`src/rtl/codec_port_pkg.sv`:
```
package codec_port_pkg;

    typedef enum logic [1:0] {
        RX_LEAD = 2'd0,
        RX_DATA = 2'd1,
        RX_PAD  = 2'd2
    } rx_state_t;

    typedef enum logic {
        TX_IDLE = 1'b0,
        TX_SEND = 1'b1
    } tx_state_t;

    localparam int NUM_CH = 2;

endpackage

```
`src/rtl/codec_clkgen.sv`:
```
module codec_clkgen #(
    parameter int MCLK_LOG2 = 1,
    parameter int SCLK_LOG2 = 3,
    parameter int SLOT_LOG2 = 5
) (
    input  logic                 clk,
    input  logic                 rst,
    output logic                 mclk_o,
    output logic                 sclk_o,
    output logic                 lrck_o,
    output logic                 smp_en_o,
    output logic                 drv_en_o,
    output logic [SLOT_LOG2-1:0] bit_idx_o,
    output logic                 chan_o
);
    localparam int CNT_W = SCLK_LOG2 + SLOT_LOG2 + 1;
    localparam logic [SCLK_LOG2-1:0] HALF = SCLK_LOG2'(1 << (SCLK_LOG2 - 1));

    logic [CNT_W-1:0] cnt_q;

    always_ff @(posedge clk) begin
        if (rst) cnt_q <= '0;
        else     cnt_q <= cnt_q + 1'b1;
    end

    assign mclk_o    = cnt_q[MCLK_LOG2-1];
    assign sclk_o    = cnt_q[SCLK_LOG2-1];
    assign lrck_o    = cnt_q[CNT_W-1];
    assign chan_o    = cnt_q[CNT_W-1];
    assign bit_idx_o = cnt_q[SCLK_LOG2 +: SLOT_LOG2];
    assign smp_en_o  = (cnt_q[SCLK_LOG2-1:0] == HALF);
    assign drv_en_o  = &cnt_q[SCLK_LOG2-1:0];

    p_sclk_on_mclk_fall_r2: assert property (@(posedge clk) disable iff (rst)
        !$stable(sclk_o) |-> $fell(mclk_o));

    p_lrck_on_sclk_fall_r3: assert property (@(posedge clk) disable iff (rst)
        !$stable(lrck_o) |-> $fell(sclk_o));

endmodule

```
`src/rtl/codec_adc_rx.sv`:
```
module codec_adc_rx
    import codec_port_pkg::*;
#(
    parameter int SAMPLE_W  = 8,
    parameter int SLOT_LOG2 = 5
) (
    input  logic                 clk,
    input  logic                 rst,
    input  logic                 smp_en_i,
    input  logic [SLOT_LOG2-1:0] bit_idx_i,
    input  logic                 chan_i,
    input  logic                 sdata_i,
    input  logic                 rd_i,
    input  logic                 sel_i,
    output logic [SAMPLE_W-1:0]  word_l_o,
    output logic [SAMPLE_W-1:0]  word_r_o,
    output logic [NUM_CH-1:0]    rdy_o
);
    localparam logic [SLOT_LOG2-1:0] LAST  = SLOT_LOG2'(SAMPLE_W);
    localparam logic [SLOT_LOG2-1:0] FIRST = SLOT_LOG2'(1);
    localparam logic [SLOT_LOG2-1:0] TOP   = '1;

    rx_state_t st_q, st_d;
    logic [SAMPLE_W-1:0] sh_q;
    logic [SAMPLE_W-1:0] hold_q [NUM_CH];
    logic [NUM_CH-1:0]   rdy_q;
    logic                done;

    assign done = smp_en_i && (st_q == RX_DATA) && (bit_idx_i == LAST);

    always_ff @(posedge clk) begin
        if (rst) st_q <= RX_LEAD;
        else     st_q <= st_d;
    end

    always_comb begin
        st_d = st_q;
        unique case (st_q)
            RX_LEAD: if (smp_en_i && bit_idx_i == '0) st_d = RX_DATA;
            RX_DATA: if (done)                        st_d = RX_PAD;
            RX_PAD:  if (smp_en_i && bit_idx_i == TOP) st_d = RX_LEAD;
            default: st_d = RX_LEAD;
        endcase
    end

    always_ff @(posedge clk) begin
        if (rst) begin
            sh_q      <= '0;
            hold_q[0] <= '0;
            hold_q[1] <= '0;
        end else if (smp_en_i && st_q == RX_DATA) begin
            sh_q <= {sh_q[SAMPLE_W-2:0], sdata_i};
            if (done) hold_q[chan_i] <= {sh_q[SAMPLE_W-2:0], sdata_i};
        end
    end

    for (genvar c = 0; c < NUM_CH; c++) begin : g_flag
        localparam logic CH = 1'(c);
        always_ff @(posedge clk) begin
            if (rst)                      rdy_q[c] <= 1'b0;
            else if (done && chan_i == CH) rdy_q[c] <= 1'b1;
            else if (rd_i && sel_i == CH)  rdy_q[c] <= 1'b0;
        end
    end

    assign word_l_o = hold_q[0];
    assign word_r_o = hold_q[1];
    assign rdy_o    = rdy_q;

    p_rx_window_r4: assert property (@(posedge clk) disable iff (rst)
        (smp_en_i && st_q == RX_DATA) |-> (bit_idx_i >= FIRST && bit_idx_i <= LAST));

    p_capture_sets_r4: assert property (@(posedge clk) disable iff (rst)
        done |=> rdy_q[$past(chan_i)]);

    p_read_clears_r5: assert property (@(posedge clk) disable iff (rst)
        (rd_i && !(done && chan_i == sel_i)) |=> !rdy_q[$past(sel_i)]);

endmodule

```
`src/rtl/codec_dac_tx.sv`:
```
module codec_dac_tx
    import codec_port_pkg::*;
#(
    parameter int SAMPLE_W  = 8,
    parameter int SLOT_LOG2 = 5
) (
    input  logic                 clk,
    input  logic                 rst,
    input  logic                 drv_en_i,
    input  logic                 sclk_i,
    input  logic [SLOT_LOG2-1:0] bit_idx_i,
    input  logic                 chan_i,
    input  logic                 wr_i,
    input  logic                 sel_i,
    input  logic [SAMPLE_W-1:0]  word_l_i,
    input  logic [SAMPLE_W-1:0]  word_r_i,
    output logic [NUM_CH-1:0]    rdy_o,
    output logic                 sdata_o
);
    localparam logic [SLOT_LOG2-1:0] LAST = SLOT_LOG2'(SAMPLE_W);
    localparam logic [SLOT_LOG2-1:0] TOP  = '1;

    tx_state_t st_q, st_d;
    logic [SAMPLE_W-1:0] sh_q;
    logic [SAMPLE_W-1:0] hold_q [NUM_CH];
    logic [SAMPLE_W-1:0] din [NUM_CH];
    logic [NUM_CH-1:0]   rdy_q;
    logic                sd_q;
    logic                nxt_ch;
    logic                slot_load;
    logic                shift_out;
    logic                end_data;

    assign din[0]    = word_l_i;
    assign din[1]    = word_r_i;
    assign nxt_ch    = ~chan_i;
    assign slot_load = drv_en_i && (st_q == TX_IDLE) && (bit_idx_i == TOP);
    assign end_data  = drv_en_i && (st_q == TX_SEND) && (bit_idx_i == LAST);
    assign shift_out = drv_en_i && (((st_q == TX_IDLE) && (bit_idx_i == '0)) ||
                                    ((st_q == TX_SEND) && (bit_idx_i != LAST)));

    always_ff @(posedge clk) begin
        if (rst) st_q <= TX_IDLE;
        else     st_q <= st_d;
    end

    always_comb begin
        st_d = st_q;
        unique case (st_q)
            TX_IDLE: if (drv_en_i && bit_idx_i == '0) st_d = TX_SEND;
            TX_SEND: if (end_data)                    st_d = TX_IDLE;
            default: st_d = TX_IDLE;
        endcase
    end

    always_ff @(posedge clk) begin
        if (rst) begin
            sh_q <= '0;
            sd_q <= 1'b0;
        end else if (slot_load) begin
            sh_q <= hold_q[nxt_ch];
        end else if (shift_out) begin
            sd_q <= sh_q[SAMPLE_W-1];
            sh_q <= {sh_q[SAMPLE_W-2:0], 1'b0};
        end else if (end_data) begin
            sd_q <= 1'b0;
        end
    end

    for (genvar c = 0; c < NUM_CH; c++) begin : g_chan
        localparam logic CH = 1'(c);
        always_ff @(posedge clk) begin
            if (rst) begin
                hold_q[c] <= '0;
                rdy_q[c]  <= 1'b0;
            end else if (wr_i && sel_i == CH) begin
                hold_q[c] <= din[c];
                rdy_q[c]  <= 1'b0;
            end else if (slot_load && nxt_ch == CH) begin
                rdy_q[c]  <= 1'b1;
            end
        end
    end

    assign rdy_o   = rdy_q;
    assign sdata_o = sd_q;

    p_write_clears_r6: assert property (@(posedge clk) disable iff (rst)
        wr_i |=> !rdy_q[$past(sel_i)]);

    p_slot_sets_flag_r7: assert property (@(posedge clk) disable iff (rst)
        (slot_load && !(wr_i && sel_i == nxt_ch)) |=> rdy_q[$past(nxt_ch)]);

    p_sdata_on_sclk_fall_r8: assert property (@(posedge clk) disable iff (rst)
        !$stable(sd_q) |-> $fell(sclk_i));

endmodule

```
`src/rtl/codec_serial_port.sv`:
```
module codec_serial_port
    import codec_port_pkg::*;
#(
    parameter int SAMPLE_W  = 8,
    parameter int MCLK_LOG2 = 1,
    parameter int SCLK_LOG2 = 3,
    parameter int SLOT_LOG2 = 5
) (
    input  logic                clk,
    input  logic                rst,
    output logic                mclk,
    output logic                lrck,
    output logic                sclk,
    input  logic                adc_sdata,
    output logic                dac_sdata,
    input  logic                ch_sel,
    input  logic                rd_stb,
    input  logic                wr_stb,
    output logic [SAMPLE_W-1:0] adc_left,
    output logic [SAMPLE_W-1:0] adc_right,
    output logic                adc_left_rdy,
    output logic                adc_right_rdy,
    input  logic [SAMPLE_W-1:0] dac_left,
    input  logic [SAMPLE_W-1:0] dac_right,
    output logic                dac_left_rdy,
    output logic                dac_right_rdy
);
    logic                 smp_en;
    logic                 drv_en;
    logic [SLOT_LOG2-1:0] bit_idx;
    logic                 chan;
    logic [NUM_CH-1:0]    adc_rdy;
    logic [NUM_CH-1:0]    dac_rdy;

    codec_clkgen #(
        .MCLK_LOG2 (MCLK_LOG2),
        .SCLK_LOG2 (SCLK_LOG2),
        .SLOT_LOG2 (SLOT_LOG2)
    ) u_clkgen (
        .clk       (clk),
        .rst       (rst),
        .mclk_o    (mclk),
        .sclk_o    (sclk),
        .lrck_o    (lrck),
        .smp_en_o  (smp_en),
        .drv_en_o  (drv_en),
        .bit_idx_o (bit_idx),
        .chan_o    (chan)
    );

    codec_adc_rx #(
        .SAMPLE_W  (SAMPLE_W),
        .SLOT_LOG2 (SLOT_LOG2)
    ) u_rx (
        .clk       (clk),
        .rst       (rst),
        .smp_en_i  (smp_en),
        .bit_idx_i (bit_idx),
        .chan_i    (chan),
        .sdata_i   (adc_sdata),
        .rd_i      (rd_stb),
        .sel_i     (ch_sel),
        .word_l_o  (adc_left),
        .word_r_o  (adc_right),
        .rdy_o     (adc_rdy)
    );

    codec_dac_tx #(
        .SAMPLE_W  (SAMPLE_W),
        .SLOT_LOG2 (SLOT_LOG2)
    ) u_tx (
        .clk       (clk),
        .rst       (rst),
        .drv_en_i  (drv_en),
        .sclk_i    (sclk),
        .bit_idx_i (bit_idx),
        .chan_i    (chan),
        .wr_i      (wr_stb),
        .sel_i     (ch_sel),
        .word_l_i  (dac_left),
        .word_r_i  (dac_right),
        .rdy_o     (dac_rdy),
        .sdata_o   (dac_sdata)
    );

    assign adc_left_rdy  = adc_rdy[0];
    assign adc_right_rdy = adc_rdy[1];
    assign dac_left_rdy  = dac_rdy[0];
    assign dac_right_rdy = dac_rdy[1];

endmodule

```
`config.mk`:
```
export PLATFORM = sky130hd
export DESIGN_NAME = codec_serial_port
export DESIGN_NICKNAME = d
export VERILOG_FILES = /design/src/rtl/codec_port_pkg.sv /design/src/rtl/codec_clkgen.sv /design/src/rtl/codec_adc_rx.sv /design/src/rtl/codec_dac_tx.sv /design/src/rtl/codec_serial_port.sv
export SDC_FILE = /design/constraint.sdc
export NUM_CORES = 1
export LEC_CHECK = 0
export ABC_AREA = 1
export BUFFER_PORTS_ARGS = -buffer_cell sky130_fd_sc_hd__buf_2
export CORE_MARGIN = 1.5
export CORE_UTILIZATION = 38
export CTS_BUF_LIST = sky130_fd_sc_hd__clkbuf_16
export DETAILED_ROUTE_END_ITERATION = 6
export PLACE_DENSITY = 0.67
export SETUP_SLACK_MARGIN = 0.5
export SLEW_MARGIN = 5
export SYNTH_ARGS = -nofsm -noshare
export SYNTH_HDL_FRONTEND = slang
export SYNTH_SLANG_ARGS = --single-unit
export TNS_END_PERCENT = 5
```
`constraint.sdc`:
```
create_clock -name clk -period 1.6 [get_ports clk]
set_clock_uncertainty 0.05 [all_clocks]
set_input_delay 0 -clock clk [delete_from_list [all_inputs] [get_ports clk]]
set_output_delay 0 -clock clk [all_outputs]
set_load 0.01 [all_outputs]
```
; ---- After elaboration in Yosys (flattened, before gate mapping)
; Memories as Yosys holds them, arrays and structs flattened.
; Cells that the tools add are included.
[classes]
addsub = 1
n_eq_ne = 9
muxes = 32
bitwise = 6
reduce_logical = 33
[ops]
columns = op, n
row1 = two-way mux 8 bit, 5
row2 = two-way mux 1 bit, 22
row3 = logical AND 1 bit, 20
row4 = adder 9 x 1 -> 9 bit (second input constant), 1
row5 = nonzero test 2 bit, 4
row6 = OR reduction 8 bit, 1
row7 = two-way mux 2 bit, 3
row8 = inequality test 2 x 1 -> 1 bit (second input constant), 3
row9 = case mux 2 bit (3 select lines), 1
row10 = AND reduction 3 bit, 2
row11 = == test 5 x 4 -> 1 bit (second input constant), 1
row12 = == test 5 bit (second input constant), 1
row13 = zero test 5 bit, 1
row14 = inequality test 5 x 4 -> 1 bit (second input constant), 1
row15 = inverter 1 bit, 4
row16 = OR reduction 2 bit, 2
row17 = == test 3 bit (second input constant), 1
row18 = == test 2 x 1 -> 1 bit (second input constant), 1
row19 = == test 2 bit (second input constant), 1
row20 = zero test 2 bit, 1
row21 = OR 1 bit, 2
row22 = case mux 1 bit (2 select lines), 1
row23 = AND reduction 2 bit, 1
row24 = logical OR 1 bit, 1
[totals]
reg_bits = 32
ramBits = 32
inputBits = 22
word_cells = 93
mem_count = 2
[mem_list]
columns = name, words, width, rd, rd_clocked_by_memory_dff, wr, line
row1 = u_rx.hold_q, 2, 8, 2, 0, 2, codec_adc_rx.sv:25  ; logic [SAMPLE_W-1:0] hold_q [NUM_CH];
row2 = u_tx.hold_q, 2, 8, 1, 0, 2, codec_dac_tx.sv:25  ; logic [SAMPLE_W-1:0] hold_q [NUM_CH];

; ---- Logic depth before layout (Yosys ltp)
[logic_depth]
depth_word = 9
ltp_mapped = 11
depth_no_buf = 10

; ---- Cells and area by module
; A second synthesis with hierarchy kept.
[unflattened]
cells_unflattened = 346
hier_area_um2 = 2971.6
[modules_own_cells]
columns = mod, instances, cells_per_inst, area_per_inst_um2
row1 = codec_dac_tx, 1, 183, 1432.6
row2 = codec_adc_rx, 1, 98, 1081.0
row3 = codec_clkgen, 1, 65, 457.9

; ---- Least setup slack after synthesis
; OpenSTA, ideal clock, no wires.
[synth_path]
path_kind = register to register
startpoint = reg u_clkgen.cnt_q[0]
endpoint = mem u_rx.hold_q[0][0], enable pin
t_arrival_ns = 1.468
path_slack_ns = -0.247
stages_incl_launch_ff = 10
synth_period_minus_slack_ns = 1.847
cell_sequence = dfxtp_1 -> inv_1 -> ha_1 -> nand2_1 -> inv_1 -> nand2_1 -> or2_4 -> nor2_8 -> nand2_4 -> nand2_1
[synth_lines]
columns = element, line
row1 = "start, declared", codec_clkgen.sv:19  ; logic [CNT_W-1:0] cnt_q;
row2 = "start signal, assigned", codec_clkgen.sv:23  ; else cnt_q <= cnt_q + 1'b1;
row3 = "end, declared", codec_adc_rx.sv:25

==> summary.txt <==
Synthesis
  – Register area share after synthesis: 59.0%
  – Flip-flop and latch count after synthesis: 64
  – Mean Syn Cell Area: 8.82 sq um
  – Syn Nets: 333
  – Yosys cell types: 24
  – Post-synthesis cell area: 0.00272 sq mm
  – Post-synth top area share: 35.4%
  – Cells after Synth: 308
  – Synth warnings: 0
  – Synth top area cells: edfxtp_1 (35%), dfxtp_1 (24%), nand2_1 (9.1%), nor2_1 (7.7%), inv_1 (6.1%)
  – Leading area contributor after synthesis: edfxtp_1

Clock tree
  – Skew-Pair Late Insertion Delay: 0.33 ns
  – H-tree depth: 3
  – Clk buf depth: 2
  – Total CTS buffers: 9
  – Clock Root Buffer: clkbuf_16
  – Worst-path clk slew: 0.05 ns
  – CTS sink cnt: 64
  – CTS tree: done

Drt
  – Routed wire length: 5.93 mm
  – Via count: 2,288
  – Antenna-violating nets left: 0
  – Drt first pass iters: 4
  – DR DRC count: 0
  – Starting DRT DRC Count: 87
  – DR WL/cell: 11.8 microns
  – DR vias/cell: 4.54

Worst hold path
  – Hold endpoint: u_clkgen.cnt_q[0]
  – Hold WC Path Type: input port to flop
  – Hold_sp: rst
  – Cells on Worst Hold Path: 3

Final layout
  – Post-layout instance area: 0.00396 sq mm
  – Final core occ: 57.6%
  – Final #Nets: 428
  – N_diodes: 0
  – FILL cells: 578
  – Sequential Area: 0.00161 sq mm
  – Syn-to-layout area delta: 45.8%
  – Area of the multi-input gates: 0.00108 sq mm
  – Finished Layout Cells: 504
  – Share of cells above drive strength 1: 34.1%

Global route
  – Initial antenna violation count: 0
  – First-pass GRT wire length: 9.94 mm
  – Total GRT Usage: 17.2%
  – Grt ovf: 0
  – Largest net degree at the start of global routing: 21
  – Vias in the first global route: 2,180

Pwr
  – Power Dens Cells: 992 mW/mm^2
  – Total Power: 3930 uW
  – Leakage: 0.00175 uW
  – VDD IR max: 0.580 mV

Setup path
  – Reg2reg end: u_rx.hold_q[0][7]
  – CP required: 1.58 ns
  – Worst setup EP type: flop
  – R2R Setup Slk: -0.03 ns
  – Critical Path AT: 1.61 ns
  – RR Startpoint: u_clkgen.cnt_q[0]
  – Crit Path Max Fanout: 8
  – CP Launch Type: flop
  – WS Path Type: flop to flop
  – R2R cell count: 9

Die
  – Die height: 87.5 microns
  – # IOs: 46
  – DIE AREA: 0.00766 sq mm
  – Core Box Area: 0.00687 sq mm
  – Initial Utilization: 39.5%
  – Row count: 30
  – Horiz. Die Dim: 87.5 microns

Timing
  – Max_slew headroom: 72.1%
  – Final WS setup: -0.0279 ns
  – Worst-Margin Slew: 0.418 ns
  – Setup violations, final: 9
  – RSZ-0062 raised after global routing: true
  – Hold Violations, Final: 0
  – Slew Viols, Final: 0
  – Fin crit share: 102%
  – Max Fclk: 0.614 GHz
  – Final min period: 1.63 ns

Placement
  – Port Buffers: 45
  – GP Congestion: 0.811
  – Worst slack, placed: -0.0559 ns
  – DP HPWL: 4.05 mm
  – DP Cell Count: 465
  – Post-DP Area: 0.00325 sq mm

Outcome
  – Failing checks: negative setup slack
  – Status: complete, but fails checks

Job
  – Max Cap Violations: 0
## critical path, cell delays in order (launching register included)
cell     delay (ns)
dfxtp_4        0.36
inv_4          0.06
ha_4           0.12
nand2_4        0.05
inv_2          0.06
nand2_2        0.05
or2_4          0.26
nor2_8         0.11
nand2_4        0.07
nand2_4        0.13
## worst max path at each step
| stage | slack, ns | from | to |
|---|---|---|---|
| after detailed placement | -0.06 | u_clkgen.cnt_q[1] | u_rx.hold_q[0][2] |
| after global routing | -0.1 | u_clkgen.cnt_q[0] | u_rx.hold_q[1][7] |
| after floorplan | -0.06 | u_clkgen.cnt_q[0] | u_rx.hold_q[0][0] |
| after global placement | -0.03 | u_clkgen.cnt_q[1] | u_rx.hold_q[0][6] |
| after CTS | -0.03 | u_clkgen.cnt_q[0] | u_tx.sdata_o |
| final | -0.03 | u_clkgen.cnt_q[0] | u_rx.hold_q[0][7] |
## metal layers
| layer | track usage, % | routed length [microns] | vias up |
|---|---|---|---|
| met2 | 30.0 | 2950 | 67 |
| met1 | 19.9 | 2610 | 1039 |
| li1 | - | - | 1177 |
| met5 | 0 | 0 | - |
| met4 | 5.92 | 59 | 0 |
| met3 | 5.66 | 309 | 5 |
## synthesized netlist by cell type
cell / instances
a21oi_1: 20
buf_2: 2
buf_6: 1
clkbuf_1: 4
clkinv_4: 1
clkinv_8: 1
dfxtp_1: 32
edfxtp_1: 32
ha_1: 3
inv_1: 44
nand2_1: 66
nand2_2: 2
nand2_4: 2
nand3_1: 8
nand3_2: 2
nand4_1: 5
nor2_1: 56
nor2_4: 1
nor2_8: 1
nor3_1: 1
o211ai_1: 1
o21a_1: 1
o21ai_0: 21
or2_4: 1
## metrics by stage
stage / TNS (ns) / hold WS (ns)
CTS: -0.258 / 0.0176
global route: -2.60 / 0.0497
finish: -0.217 / 0.0238
global placement: -0.351 / 0.245
floorplan: -0.889 / 0.123
detailed placement: -1.46 / 0.251
## report_power, final
part,internal [uW],switching [uW]
registers,1780,25.9
clock network,1190,683
logic,118,131
total,3090,839
## what timing repair did
action                                  4_1_cts  5_1_grt
pin swaps                                    18        7
setup buffers                                 2        1
hold buffers                                 19        0
endpoints found under the hold margin        20        0
resized for setup                            48       18
endpoints found under the setup margin       61       62
gates cloned                                  1        0
## sequential cells by signal, indices dropped and copies added (netlist names)
| register | flops |
|---|---|
| u_rx.sh_q | 7 |
| u_tx.hold_q | 16 |
| u_tx.sh_q | 8 |
| u_clkgen.cnt_q | 9 |
| u_rx.hold_q | 16 |
| u_tx.rdy_o | 2 |
| u_rx.st_q | 2 |
| u_tx.sdata_o | 1 |
| u_tx.st_q | 1 |
| u_rx.rdy_o | 2 |
## layout make-up
class / count / area share, %
Multi-Input combinational cell: 191 / 27.2
Tap cell: 96 / 3.03
Clock buffer: 9 / 5.69
Sequential cell: 64 / 40.7
Inverter: 46 / 4.87
Timing Repair Buffer: 91 / 16.9
Clock inverter: 7 / 1.61
## logic make-up after synthesis
kind of cell / Yosys count / synth area share, %
buffers and inverters: 53 / 8.34
DFF: 64 / 59.0
adders and majority gates: 3 / 1.38
and+or+nand+nor: 145 / 23.2
AOI/OAI and AO/OA: 43 / 8.11
## cell usage in the layout (no fill, tap or decap), types with 2 or more instances in the layout
cell type / n
a21oi_1: 17
a21oi_2: 3
buf_12: 3
buf_2: 46
buf_4: 20
buf_6: 2
clkbuf_16: 9
clkinv_2: 2
clkinv_4: 2
dfxtp_1: 29
dfxtp_4: 2
dlygate4sd3_1: 19
edfxtp_1: 32
ha_4: 3
inv_1: 41
inv_2: 3
nand2_1: 59
nand2_2: 6
nand2_4: 4
nand3_1: 8
nand3_4: 2
nand4_1: 5
nor2_1: 43
nor2_2: 9
nor2_4: 5
o21ai_0: 8
o21ai_1: 4
o21ai_2: 9
No activity file was read; power rests on OpenSTA's default activity.
